==> config.mk <==
export PLATFORM = sky130hd
export DESIGN_NAME = stn_bus_arbiter
export DESIGN_NICKNAME = d
export VERILOG_FILES = /design/src/rtl/sba_pkg.sv /design/src/rtl/sba_rr_picker.sv /design/src/rtl/sba_ack_tracker.sv /design/src/rtl/stn_bus_arbiter.sv
export SDC_FILE = /design/constraint.sdc
export NUM_CORES = 1
export LEC_CHECK = 0
export ABC_AREA = 1
export BUFFER_PORTS_ARGS = -buffer_cell sky130_fd_sc_hd__buf_4
export CAP_MARGIN = 20
export CORE_UTILIZATION = 45
export DETAILED_ROUTE_END_ITERATION = 16
export PLACE_DENSITY = 0.72
export SLEW_MARGIN = 5
export SYNTH_ARGS = -nofsm -noshare
export SYNTH_HDL_FRONTEND = slang
export SYNTH_HIERARCHICAL = 1
export SYNTH_SLANG_ARGS = --single-unit
==> constraint.sdc <==
create_clock -name clk -period 8.55 [get_ports clk]
set_clock_uncertainty 0.1 [all_clocks]
set_input_delay 0 -clock clk [delete_from_list [all_inputs] [get_ports clk]]
set_output_delay 0 -clock clk [all_outputs]
set_load 0.1 [all_outputs]
==> src/rtl/sba_pkg.sv <==
// Package: shared helpers for the station bus arbiter.
// Assumes: indices are small non-negative integers.
package sba_pkg;

    // Advance an index by one, wrapping at n.
    function automatic int wrap_inc(input int idx, input int n);
        return (idx + 1 >= n) ? 0 : idx + 1;
    endfunction

endpackage

==> src/rtl/sba_rr_picker.sv <==
// Module: sba_rr_picker
// Picks the first eligible requester after the last one granted, wrapping
// around. This is pure combinational logic.
// Assumes: last < N and IDX_W is wide enough to hold N-1.
module sba_rr_picker #(
    parameter int N     = 5,
    parameter int IDX_W = 3
) (
    input  logic [N-1:0]     elig,
    input  logic [IDX_W-1:0] last,
    output logic             any,
    output logic [IDX_W-1:0] pick
);
    import sba_pkg::*;

    logic [IDX_W-1:0] idx;

    // Scan from last+1 around the ring and keep the first hit.
    always_comb begin
        any  = 1'b0;
        pick = '0;
        idx  = last;
        for (int i = 0; i < N; i++) begin
            idx = IDX_W'(wrap_inc(int'(idx), N));
            if (!any && elig[idx]) begin
                any  = 1'b1;
                pick = idx;
            end
        end
    end
endmodule

==> src/rtl/sba_ack_tracker.sv <==
// Module: sba_ack_tracker
// Records the transfer that is on the bus. In the following cycle it checks
// the acknowledge from the expected receiver: the slot for on-station
// destinations, the ring port for all others.
// Assumes: the destination field is {station, slot} with the slot in the low bits.
module sba_ack_tracker #(
    parameter int NREQ          = 5,
    parameter int IDX_W         = 3,
    parameter int SLOT_W        = 2,
    parameter int STATION_W     = 2,
    parameter int LOCAL_STATION = 1
) (
    input  logic                        clk,
    input  logic                        rst_n,
    input  logic                        bus_valid,
    input  logic [IDX_W-1:0]            bus_src,
    input  logic [STATION_W+SLOT_W-1:0] bus_dest,
    input  logic [NREQ-1:0]             ack_in,
    output logic [NREQ-1:0]             busy,
    output logic [NREQ-1:0]             done
);
    localparam int DEST_W   = STATION_W + SLOT_W;
    localparam int RING_IDX = NREQ - 1;

    logic             ap_valid;
    logic [IDX_W-1:0] ap_src;
    logic [IDX_W-1:0] ap_tgt;
    logic [IDX_W-1:0] tgt_now;
    logic             ack_seen;

    // Work out which receiver must answer for the packet now on the bus.
    always_comb begin
        if (bus_dest[DEST_W-1:SLOT_W] != STATION_W'(LOCAL_STATION))
            tgt_now = IDX_W'(RING_IDX);
        else
            tgt_now = IDX_W'(bus_dest[SLOT_W-1:0]);
    end

    // Hold the source and receiver through the acknowledge cycle.
    always_ff @(posedge clk) begin
        if (!rst_n) begin
            ap_valid <= 1'b0;
            ap_src   <= '0;
            ap_tgt   <= '0;
        end else begin
            ap_valid <= bus_valid;
            ap_src   <= bus_src;
            ap_tgt   <= tgt_now;
        end
    end

    // Read the expected receiver's acknowledge bit.
    always_comb ack_seen = ap_valid && ack_in[ap_tgt];

    // Per-requester busy mask and done strobe.
    for (genvar g = 0; g < NREQ; g++) begin : g_req
        assign busy[g] = ap_valid && (ap_src == IDX_W'(g));
        assign done[g] = ack_seen && (ap_src == IDX_W'(g));
    end
endmodule

==> src/rtl/stn_bus_arbiter.sv <==
// Module: stn_bus_arbiter
// Station bus arbiter. NUM_MODULES processing modules plus one ring port
// (index NUM_MODULES) compete for the bus, and the grant is registered.
// A source that is on the bus or waiting for its acknowledge is not
// eligible. A missing acknowledge leaves the request raised, which gives
// an automatic retry.
// Assumes: NUM_MODULES >= 2, and a source holds its request and destination
// until it sees its done strobe.
module stn_bus_arbiter #(
    parameter int NUM_MODULES   = 4,
    parameter int STATION_W     = 2,
    parameter int LOCAL_STATION = 1,
    localparam int NREQ   = NUM_MODULES + 1,
    localparam int IDX_W  = $clog2(NREQ),
    localparam int SLOT_W = $clog2(NUM_MODULES),
    localparam int DEST_W = STATION_W + SLOT_W
) (
    input  logic                   clk,
    input  logic                   rst_n,
    input  logic [NREQ-1:0]        req,
    input  logic [NREQ*DEST_W-1:0] req_dest,
    input  logic [NREQ-1:0]        ack_in,
    output logic [NREQ-1:0]        grant,
    output logic                   bus_valid,
    output logic [IDX_W-1:0]       bus_src,
    output logic [DEST_W-1:0]      bus_dest,
    output logic [NREQ-1:0]        xfer_done
);
    logic             gnt_v_q;
    logic [IDX_W-1:0] gnt_idx_q;
    logic [IDX_W-1:0] last_q;
    logic [NREQ-1:0]  ack_busy;
    logic [NREQ-1:0]  elig;
    logic             pick_any;
    logic [IDX_W-1:0] pick_idx;

    // Exclude sources that are on the bus or in their acknowledge window.
    always_comb elig = req & ~grant & ~ack_busy;

    sba_rr_picker #(.N(NREQ), .IDX_W(IDX_W)) u_pick (
        .elig (elig),
        .last (last_q),
        .any  (pick_any),
        .pick (pick_idx)
    );

    // Register the grant decision and the round-robin pointer.
    always_ff @(posedge clk) begin
        if (!rst_n) begin
            gnt_v_q   <= 1'b0;
            gnt_idx_q <= '0;
            last_q    <= IDX_W'(NREQ - 1);
        end else begin
            gnt_v_q <= pick_any;
            if (pick_any) begin
                gnt_idx_q <= pick_idx;
                last_q    <= pick_idx;
            end
        end
    end

    // Decode the registered index into the one-hot grant.
    for (genvar g = 0; g < NREQ; g++) begin : g_gnt
        assign grant[g] = gnt_v_q && (gnt_idx_q == IDX_W'(g));
    end

    // Drive the bus view of the granted packet.
    always_comb begin
        bus_valid = gnt_v_q;
        bus_src   = gnt_idx_q;
        bus_dest  = req_dest[int'(gnt_idx_q)*DEST_W +: DEST_W];
    end

    sba_ack_tracker #(
        .NREQ(NREQ), .IDX_W(IDX_W), .SLOT_W(SLOT_W),
        .STATION_W(STATION_W), .LOCAL_STATION(LOCAL_STATION)
    ) u_ack (
        .clk       (clk),
        .rst_n     (rst_n),
        .bus_valid (bus_valid),
        .bus_src   (bus_src),
        .bus_dest  (bus_dest),
        .ack_in    (ack_in),
        .busy      (ack_busy),
        .done      (xfer_done)
    );
endmodule

* After elaboration in Yosys (flattened, before gate mapping)
Cells that the tools add are included.
** Cells by class
- Add/sub/neg operators :: 5
- $lt $le $gt $ge :: 11
- Equal/unequal tests :: 9
- Shift-type cells :: 1
- Multiplexer cells :: 28
- Bitwise operators :: 5
- Reductions and logical operators :: 27
** Operators by type and width (number)
- $mux 3 :: 11
- $lt 3x4->1 const B :: 6
- $add 3x1->4 const B :: 5
- $ge 4x3->1 const B :: 5
- $logic_and 1x1->1 :: 20
- $shiftx 20x6->4 :: 1
- $bmux 1 s3 :: 6
- $eq 3x2->1 const B :: 4
- $mux 1 :: 11
- $and 5x5->5 :: 2
- $not 5->5 :: 2
- $eq 3x1->1 const B :: 2
- $eq 3x3->1 const B :: 2
- $logic_not 3->1 :: 2
- $logic_not 1->1 :: 4
- $ne 2x1->1 const B :: 1
- $reduce_or 2->1 :: 1
- $not 1->1 :: 1
** Word-level totals
- Register bits after elaboration :: 14
- Input port bits :: 32
- Output and inout port bits :: 18

* Logic depth before layout (Yosys ltp)
Gate-level depths: netlist (run 1).
- Word-level depth :: 20
- Gate-level depth with buffers :: 25
- Mapped depth without buffers :: 25

* By module
Netlist (run 1), hierarchy kept.
** By module, submodules not included
- sba_rr_picker :: instances 1, cells an instance 141, area each 882.1 µm², seq. area each 0.0 µm²
- stn_bus_arbiter :: instances 1, cells an instance 90, area each 544.3 µm², seq. area each 100.1 µm²
- sba_ack_tracker :: instances 1, cells an instance 58, area each 354.1 µm², seq. area each 140.1 µm²

* Least setup slack after synthesis (run 1)
OpenSTA, ideal clock, no wires.
- Path kind :: reg2reg
- Start point :: register gnt_v_q (netlist: bus_valid)
- End point :: register gnt_idx_q[2] (netlist: bus_src[2])
- Setup time :: 0.076 ns
- Arrival :: 4.033 ns
- Slack :: 4.341 ns
- Cell stages (with the launch flop) :: 17
- Path buffers :: 0
- Cells stage by stage :: dfxtp_1 > nand2_1 > nor2_1 > nor3b_2 > inv_1 > nand2_1 > nand3_1 > nand3_1 > nand2_2 > inv_2 > nor2_8 > nand2_2 > nor2_4 > nand3_1 > inv_1 > nand2_1 > a21boi_0
** On the way
- Cells in the longest elaborated chain, start to end :: 19
** RTL lines
- from (decl) :: RTL line stn_bus_arbiter.sv:29 : logic gnt_v_q;
- from (signal assigned) :: RTL line stn_bus_arbiter.sv:54 : gnt_v_q <= pick_any;
- $logic_and 1x1->1 (*) :: RTL line stn_bus_arbiter.sv:64 : assign grant[g] = gnt_v_q && (gnt_idx_q == IDX_W'(g));
- via grant[0] :: RTL line stn_bus_arbiter.sv:23 : output logic [NREQ-1:0] grant,
- $not 5->5 (*) :: RTL line stn_bus_arbiter.sv:38 : always_comb elig = req & ~grant & ~ack_busy;
- $and 5x5->5 (*) (2 in a row) :: RTL line stn_bus_arbiter.sv:38
- via elig[0] :: RTL line stn_bus_arbiter.sv:33 : logic [NREQ-1:0] elig;
- $bmux 1 s3 :: RTL line sba_rr_picker.sv:25 : if (!any && elig[idx]) begin
- $mux 1 (not written as such) :: RTL line sba_rr_picker.sv:25
- $mux 1 :: RTL line sba_rr_picker.sv:25
- [5 not listed]
- $mux 1 :: RTL line sba_rr_picker.sv:25
- $logic_not 1->1 :: RTL line sba_rr_picker.sv:25
- $logic_and 1x1->1 :: RTL line sba_rr_picker.sv:25
- $mux 1 :: RTL line sba_rr_picker.sv:25
- $logic_not 1->1 :: RTL line sba_rr_picker.sv:25
- $logic_and 1x1->1 :: RTL line sba_rr_picker.sv:25
- $mux 1 (*) :: RTL line sba_rr_picker.sv:25
- via pick_any :: RTL line stn_bus_arbiter.sv:34 : logic pick_any;
- to (signal assigned) :: RTL line stn_bus_arbiter.sv:56 : gnt_idx_q <= pick_idx;
- to (decl) :: RTL line stn_bus_arbiter.sv:30 : logic [IDX_W-1:0] gnt_idx_q;
Mark *: on every way through the listed nets, which the timed path passes. The rest lies on a longest branch. The select of a mux whose other input is x is not followed.
A chain may end at the register's enable or synchronous reset.

* Final worst setup path (run 1)
- Start point :: register gnt_idx_q[0] (netlist: bus_src[0])
- End point :: register gnt_idx_q[0] (netlist: bus_src[0])
** On the way
- Cells in the longest elaborated chain, start to end :: 20
** RTL lines (RTL line)
- $eq 3x1->1 (tied with other cells) :: stn_bus_arbiter.sv:64
- $logic_and 1x1->1 :: stn_bus_arbiter.sv:64
- $not 5->5 (*) :: stn_bus_arbiter.sv:38
- $and 5x5->5 (*) (2 in a row) :: stn_bus_arbiter.sv:38
- $bmux 1 s3 :: sba_rr_picker.sv:25
- $mux 1 (not written as such) :: sba_rr_picker.sv:25
- $mux 1 :: sba_rr_picker.sv:25
- $logic_not 1->1 :: sba_rr_picker.sv:25
- [4 not listed]
- $mux 1 :: sba_rr_picker.sv:25
- $logic_not 1->1 :: sba_rr_picker.sv:25
- $logic_and 1x1->1 :: sba_rr_picker.sv:25
- $mux 1 :: sba_rr_picker.sv:25
- $logic_not 1->1 :: sba_rr_picker.sv:25
- $logic_and 1x1->1 :: sba_rr_picker.sv:25
- $mux 1 (*) :: sba_rr_picker.sv:25
- via pick_any :: stn_bus_arbiter.sv:34
Marked as above.

==> results by stage, run 1 <==
Outcome:
- The flow ran to the end, but the final reports show violations.
- The checks that failed: negative hold slack.

Clock tree:
- In this run the clock root is driven by a clkbuf_8.
- The TritonCTS buffer count is 3.
- CTS built an H-tree with a depth of 1.
- After clock tree synthesis, the clock-pin slew on the worst setup and hold paths is 0.05 ns.
- TritonCTS built the clock tree.
- The number of sinks handled by clock tree synthesis is 12.
- The clock latency on the worst-skew pair is 0.24 ns.
- The number of buffers inserted by post-CTS setup repair is 0.
- The maximum buffer depth of the clock tree is 2.

Placed design:
- The number of buffers added on ports is 49.
- The global placer's final weighted congestion is 0.856.
- Detailed placement ended at an HPWL of 3480 microns.
- The total placed cells including tap cells is 382.

Yosys:
- The cell count after synthesis came out at 289.
- The synthesized netlist contains 29 unique library cells.
- Counting instances in the post-synthesis netlist gives the leading cell types as 92 x nand2_1, 46 x inv_1, 34 x nand3_1.
- The cell with the most instances after synthesis is nand2_1.
- The synthesized design contains 12 register bits.
- The sequential area share after synthesis is 13.5%.
- In this run the mean area of a mapped cell was 6.16 sq um.
- Of the post-synthesis cell area, the dominant cell type holds 19.4%.
- The share of synthesized registers carrying an async set or reset is 0%.
- The synthesized netlist net count is 326.
- Ranked by total cell area, the synthesized netlist is headed by nand2_1 19%, dfxtp_1 13%, inv_1 9.7%, nand3_1 9.6%, nand3_2 5.6%.
- The combined area of all synthesized cells is 1780 sq um.
- The dominant synthesized flop cell is dfxtp_1.
- The number of warnings printed during yosys synthesis is 6.
- Counting flops with a built-in enable in the synthesized netlist gives 0.
- The synthesized design spends more area on one cell type than any other, namely nand2_1.

Detailed routing:
- The ratio of routed vias to standard cells is 4.75.
- The DRC violation total after the first TritonRoute iteration is 65.
- Summing over every cut layer, the via total after detailed routing is 1840.
- The iteration count of the initial detailed-routing pass is 4.
- The detailed-route wire length is 4190 microns.
- The count of nets left with antenna violations once routing finished came out at 0.
- After detailed routing, the average wire length per cell comes to 10.8 microns.
- After detailed routing, the number of remaining DRC violations is 0.

Global routing:
- The via count of the first global-routing pass is 1704.
- The wire length of the first global-routing pass is 7220 microns.
- The maximum number of pins on one net before global-route repair is 17.
- The initial antenna violation count came to 0.
- After global routing the overflow that remains totals 0.
- The total routing usage reported by global routing is 21.4%.

Critical path:
- The largest stage delay on the critical path is 0.74 ns.
- Walking the worst path, the cells encountered are inv_1 -> ha_1 -> nand3_2 -> nand3_4 -> inv_1 -> ha_1 -> nand2_1 -> inv_1 -> ha_1 -> nand2_1 -> inv_1 -> ha_1 -> inv_1 -> nor2_8 -> nand3_2 -> nand3_2 -> inv_2 -> nand2_2 -> nand2_2 -> nor2_4 -> nand3_1 -> inv_1 -> o21ai_0 -> a21oi_1.
- The worst setup path is captured at a flop.
- STA classifies the critical path startpoint as a flop.
- The worst setup path is of the flop to flop kind.
- The largest fanout of any net on the critical path is 16.
- The slowest library cell on the worst path is dfxtp_1.
- At the worst endpoint, the required time is 8.62 ns.
- The data arrival time of the critical path is 4.35 ns.
- The cell occurring most often along the worst timing path is inv_1.

Cells and area:
- The net count of the finished layout is 377.
- 0 antenna diodes ended up in the layout.
- The share of final-layout standard cells stronger than drive strength 1 is 31.9%.
- From synthesis to final layout, the design area changed by 25.1%.
- The finished layout holds 387 standard cells, fillers aside.

STA:
- The smallest hold slack is -0.00195 ns.
- In this run the tightest slew margin relative to its limit is 55.8%.
- Setup repair after global routing left no endpoint under its margin.
- The part of the cycle the worst path needs is 50.0%.
- The final-report max-slew violation count was 0.
- The top achievable clock speed is 234 MHz.
- The post-route minimum period is 4.28 ns.
- The final-report hold violation count was 1.
- The transition time at the pin with the least slew margin is 0.662 ns.
- Adding up every negative setup slack in the final design gives 0 ns.
- Setup violations remaining at the end of the flow were counted as 0.

Die:
- The floorplan has 22 rows.
- The height of the chip is 64.9 microns.
- From left edge to right edge, the die measures 64.9 microns.
- The number of top-level pins is 50.
- The core box area is 3720 sq um.
- The effective utilization at floorplan is 47.9%.
- The die covers 4210 sq um.

Min path:
- The min-delay analysis places its worst path in the category primary input to flop.

Run:
- Across the run, the number of max-cap violations was 0.
==> placed cells by master (no fill, tap or decap) <==
cell           count
nand2_1           92
buf_4             49
inv_1             46
nand3_1           34
nor2_1            15
nand2_2           13
dfxtp_1           12
nand3_2           10
a21oi_1            8
inv_2              7
nand4_1            7
nand2_4            6
ha_1               5
clkbuf_8           4
inv_4              3
nor2_4             3
nor3_1             3
nor3_2             3
nand3b_1           3
o21ai_0            3
nand2_8            3
a21boi_0           2
nor2_8             2
inv_8              1
nor3_4             1
nor3b_2            1
dlygate4sd3_1      1
nand3_4            1
nand3b_4           1
==> registers in the layout (all words and copies together), names as in the netlist <==
name            count
bus_valid           1
u_ack/ap_src        3
u_ack/ap_valid      1
bus_src             3
u_ack/ap_tgt        3
last_q              1
==> worst max-delay path, delay by kind of cell, from the launching register on <==
kind | cells | cell delay (ns)
flops | 1 | 0.74
fa+ha+maj | 4 | 1.08
simple gates | 11 | 1.21
compound gates | 2 | 0.21
buf+inv | 7 | 0.87
==> cells by family (layout without fill, tap and decap cells) <==
kind of cell / after synthesis / count (layout) / share of synthesized area [%]
AOI/OAI and AO/OA: 13 / 13 / 3.93
adders and majority gates: 5 / 5 / 3.51
DFF: 12 / 12 / 13.5
buffers and inverters: 61 / 111 / 15.5
and+or+nand+nor: 198 / 198 / 63.6
==> layout make-up <==
| type | count | area (sq um) |
|---|---|---|
| clock buffer | 4 | 55.1 |
| fill | 367 | 1490 |
| inverter | 57 | 229 |
| multi-input combinational | 216 | 1260 |
| sequential | 12 | 240 |
| tap | 48 | 60.1 |
| timing repair buffer | 50 | 378 |
==> what timing repair did <==
item / 4_1_cts / 5_1_grt
hold endpoints to repair: 11 / 0
hold buffers: 1 / 0
resized for setup: 0 / 0
==> path summary, 6_finish.rpt <==
path | to | depth (start not counted) | start | slack, ns
worst min register to register | u_ack/ap_valid$_SDFF_PN0_ | 2 | bus_valid$_SDFF_PN0_ | 0.38
worst max register to register | bus_src[0]$_SDFFE_PN0P_ | 24 | bus_src[0]$_SDFFE_PN0P_ | 4.27
worst max-delay path | bus_src[0]$_SDFFE_PN0P_ | 24 | bus_src[0]$_SDFFE_PN0P_ | 4.27
worst min-delay path | u_ack/ap_tgt[0]$_SDFF_PP0_ | 5 | req_dest[16] | -0.002
==> routing by layer <==
metal / share of wire, % / track usage, % / up-vias / routed length [microns]
li1: - / - / 1005 / -
met4: 0.84 / 4.17 / 0 / 35
met3: 3.8 / 3.35 / 4 / 160
met1: 48 / 28.3 / 792 / 2000
met5: 0 / 0 / - / 0
met2: 48 / 36.5 / 39 / 1990
==> through the flow <==
step | util [%] | area [sq um] | worst slack (ns)
finish | 59.9 | 2230 | 4.27
global route | 59.9 | 2230 | 3.87
CTS | 59.9 | 2230 | 4.28
detailed placement | 58.2 | 2160 | 4.29
global placement | 58.2 | 2160 | 4.45
floorplan | - | 1780 | 4.34
Power of run 1 is left out: the tool's default activity adds up to more than one toggle a clock period on the data nets, which glitch-free logic cannot reach.
==> inputs of run 2 (changes only) <==
==> constraint.sdc (replaced) <==
create_clock -name clk -period 4.1 [get_ports clk]
set_clock_uncertainty 0.1 [all_clocks]
set_input_delay 0 -clock clk [delete_from_list [all_inputs] [get_ports clk]]
set_output_delay 0 -clock clk [all_outputs]
set_load 0.1 [all_outputs]
==> run 2 against run 1 <==
The run now ends clean. Sequential cell count is the same. Die area stayed put. Wire length up 8.9%. Final cell count grew 1.0%.
==> results by stage, run 2 (same netlist as run 1, synthesis figures left out) <==
Outcome:
- The run finished with clean final reports.

Detailed routing:
- The pre-antenna-repair detailed-routing pass consisted of 4 iterations.
- The ratio of routed vias to standard cells is 4.91.
- The final routed wire length divided by cell count is 11.7 microns.
- The detailed-route wire length is 4560 microns.
- The post-route antenna net violation count is 0.
- The DRC violation total after the first TritonRoute iteration is 113.
- The count of unresolved DRC violations after routing is 0.
- The total via count in the routed design is 1920.

Global routing:
- The maximum number of pins on one net before global-route repair is 13.
- The initial antenna violation count is 0.
- The via count of the first global-routing pass is 1708.
- Global routing finished with a remaining overflow of 0.
- The total routing usage reported by global routing is 22.2%.
- The wire length of the first global-routing pass is 7490 microns.

Critical path:
- The largest stage delay on the critical path is 0.31 ns.
- The launch instance of the worst register-to-register path is bus_src[1]$_SDFFE_PN0P_.
- The critical path startpoint is bus_src[1]$_SDFFE_PN0P_.
- STA puts the critical path data required time at 4.17 ns.
- In this run the worst path has a maximum fanout of 11.
- The type of the worst setup path is flop to flop.
- The signal on the critical path passes through buf_4 -> ha_2 -> nand3_2 -> nand3_4 -> inv_1 -> ha_1 -> nand2_1 -> inv_1 -> ha_1 -> nand2_1 -> inv_1 -> ha_1 -> inv_2 -> nor2_8 -> nand3_2 -> nand3_2 -> inv_2 -> nand2_2 -> nand2_2 -> nor2_4 -> nand3_1 -> inv_1 -> o21ai_0 -> a21oi_1.
- STA classifies the critical path endpoint as a flop.
- The combined buffer and inverter count along the critical path is 7.
- The data arrival time of the critical path is 3.81 ns.
- The worst setup path is launched from a flop.
- The slowest library cell on the worst path is dfxtp_1.
- The cell family contributing the most delay on the critical path is simple AND/OR/NAND/NOR gates.
- In this design, the critical path's most frequently occurring cell is inv_1.

STA:
- The top achievable clock speed is 268 MHz.
- The transition time at the pin with the least slew margin is 0.596 ns.
- The worst max-slew margin expressed relative to the limit is 60.0%.
- Setup repair after global routing left no endpoint under its margin.
- The final-report max-slew violation count is 0.
- The total negative setup slack is 0 ns.
- The post-route minimum period is 3.73 ns.
- The total setup violations reported at the end of the flow is 0.
- The tightest hold path in the finished design has a slack of 0.00309 ns.
- In the finished design, the share of the clock period the worst path needs comes to 91.1%.
- The final-report hold violation count is 0.

Clock tree:
- In this run the clock root is driven by a clkbuf_8.
- The number of sinks handled by clock tree synthesis is 12.
- Clock tree synthesis inserted a total of 3 buffers.
- The maximum buffer depth of the clock tree is 2.
- The total number of H-tree levels is 1.
- The number of buffers inserted by post-CTS setup repair is 0.
- Clock-pin slew was measured on the worst setup and hold paths at 0.05 ns.
- The TritonCTS clock tree is built.
- For the worst-skew pair, the clock arrives at the later sink with an insertion delay of 0.24 ns.

Die:
- The die outline area is 4210 sq um.
- The number of top-level pins is 50.
- The cell row count is 22.
- After floorplanning, the core was sized to cover 3720 sq um.
- Measured along the x axis, the die boundary spans 64.9 microns.
- The initial utilization of the core area, before any placement, comes to 47.9%.
- The floorplan step set the die height to 64.9 microns.

Cells and area:
- The summed area of non-filler cells in the final layout is 2280 sq um.
- The post-route netlist has 33.2% of its cells at a drive strength greater than 1.
- The number of diodes is 0.
- Cells fill 61.3% of the core in the end.
- The library cell used most frequently in the layout, excluding fill and tap cells, is nand2_1.
- In the layout the commonest cells are 92 x nand2_1, 52 x buf_4, 45 x inv_1, 34 x nand3_1, 14 x nor2_1.
- The count of fill cells added during filler insertion is 361.
- The growth of design area from synthesis to finish is 27.9%.
- The final net count is 381.

Placed design:
- The total half-perimeter wirelength after legalization and detailed placement is 3770 microns.
- After detailed placement, the total cell area comes to 2200 sq um.
- The global placer's final weighted congestion is 0.906.
- During placement, the flow inserted port buffers numbering 49.

Run:
- The number of maximum-capacitance constraint violations is 0.

Min path:
- The worst min-delay path startpoint is req_dest[17].
- The tightest min-delay check is of the primary input to flop type.
[run 2: cell count changes in the layout (fill, tap and decap cells not counted)]
cell	delta
inv_2	+1
dlygate4sd3_1	+1
nor3_2	-2
buf_4	+3
ha_2	+1
nor2_2	+1
nor2_1	-1
nor3_4	+2
inv_1	-1
ha_1	-1
[run 2: metrics by stage]
step / cells / setup slack, ns
2_1_floorplan: 289 / 0.289
3_3_place_gp: 385 / 0.460
3_5_place_dp: 385 / 0.315
4_1_cts: 391 / 0.291
5_1_grt: 391 / 0.0539
6_report: 391 / 0.366
[run 2: final cells by class]
cell class	instances	area, sq um	area share (%)
well taps	48	60.1	2.64
multi-input cells	216	1280	56.3
repair buffers	54	410	18.0
inverters	57	229	10.1
flip-flops and latches	12	240	10.5
clock buffers	4	55.1	2.42
[run 2: worst paths after layout]
check	endpoint	slack [ns]	cells past startpoint
worst min register to register	u_ack/ap_valid$_SDFF_PN0_	0.39	2
worst max register to register	bus_src[0]$_SDFFE_PN0P_	0.37	24
worst max-delay path	bus_src[0]$_SDFFE_PN0P_	0.37	24
worst min-delay path	u_ack/ap_tgt[1]$_SDFF_PP0_	0.003	5
[run 2: worst min-delay path, cell delays in order]
cell and delay, ns:
buf_4 0.11, nand2_1 0.05, nand2_1 0.06, inv_1 0.05, nor2_1 0.03
[run 2: repair_timing]
| action | CTS | global route |
|---|---|---|
| endpoints found under the setup margin | 0 | 3 |
| endpoints found under the hold margin | 10 | 0 |
| gates resized for setup | 0 | 2 |
| hold buffers | 2 | 0 |
[run 2: metal layers]
metal  track usage [%]  vias to the layer above  wire (microns)
met5                 0                        -               0
met4              4.17                        0              47
met3              2.82                        4             193
met2              37.9                       42            2200
met1              29.7                      861            2120
li1                  -                     1013               -
Power of run 2 is left out for the same reason.
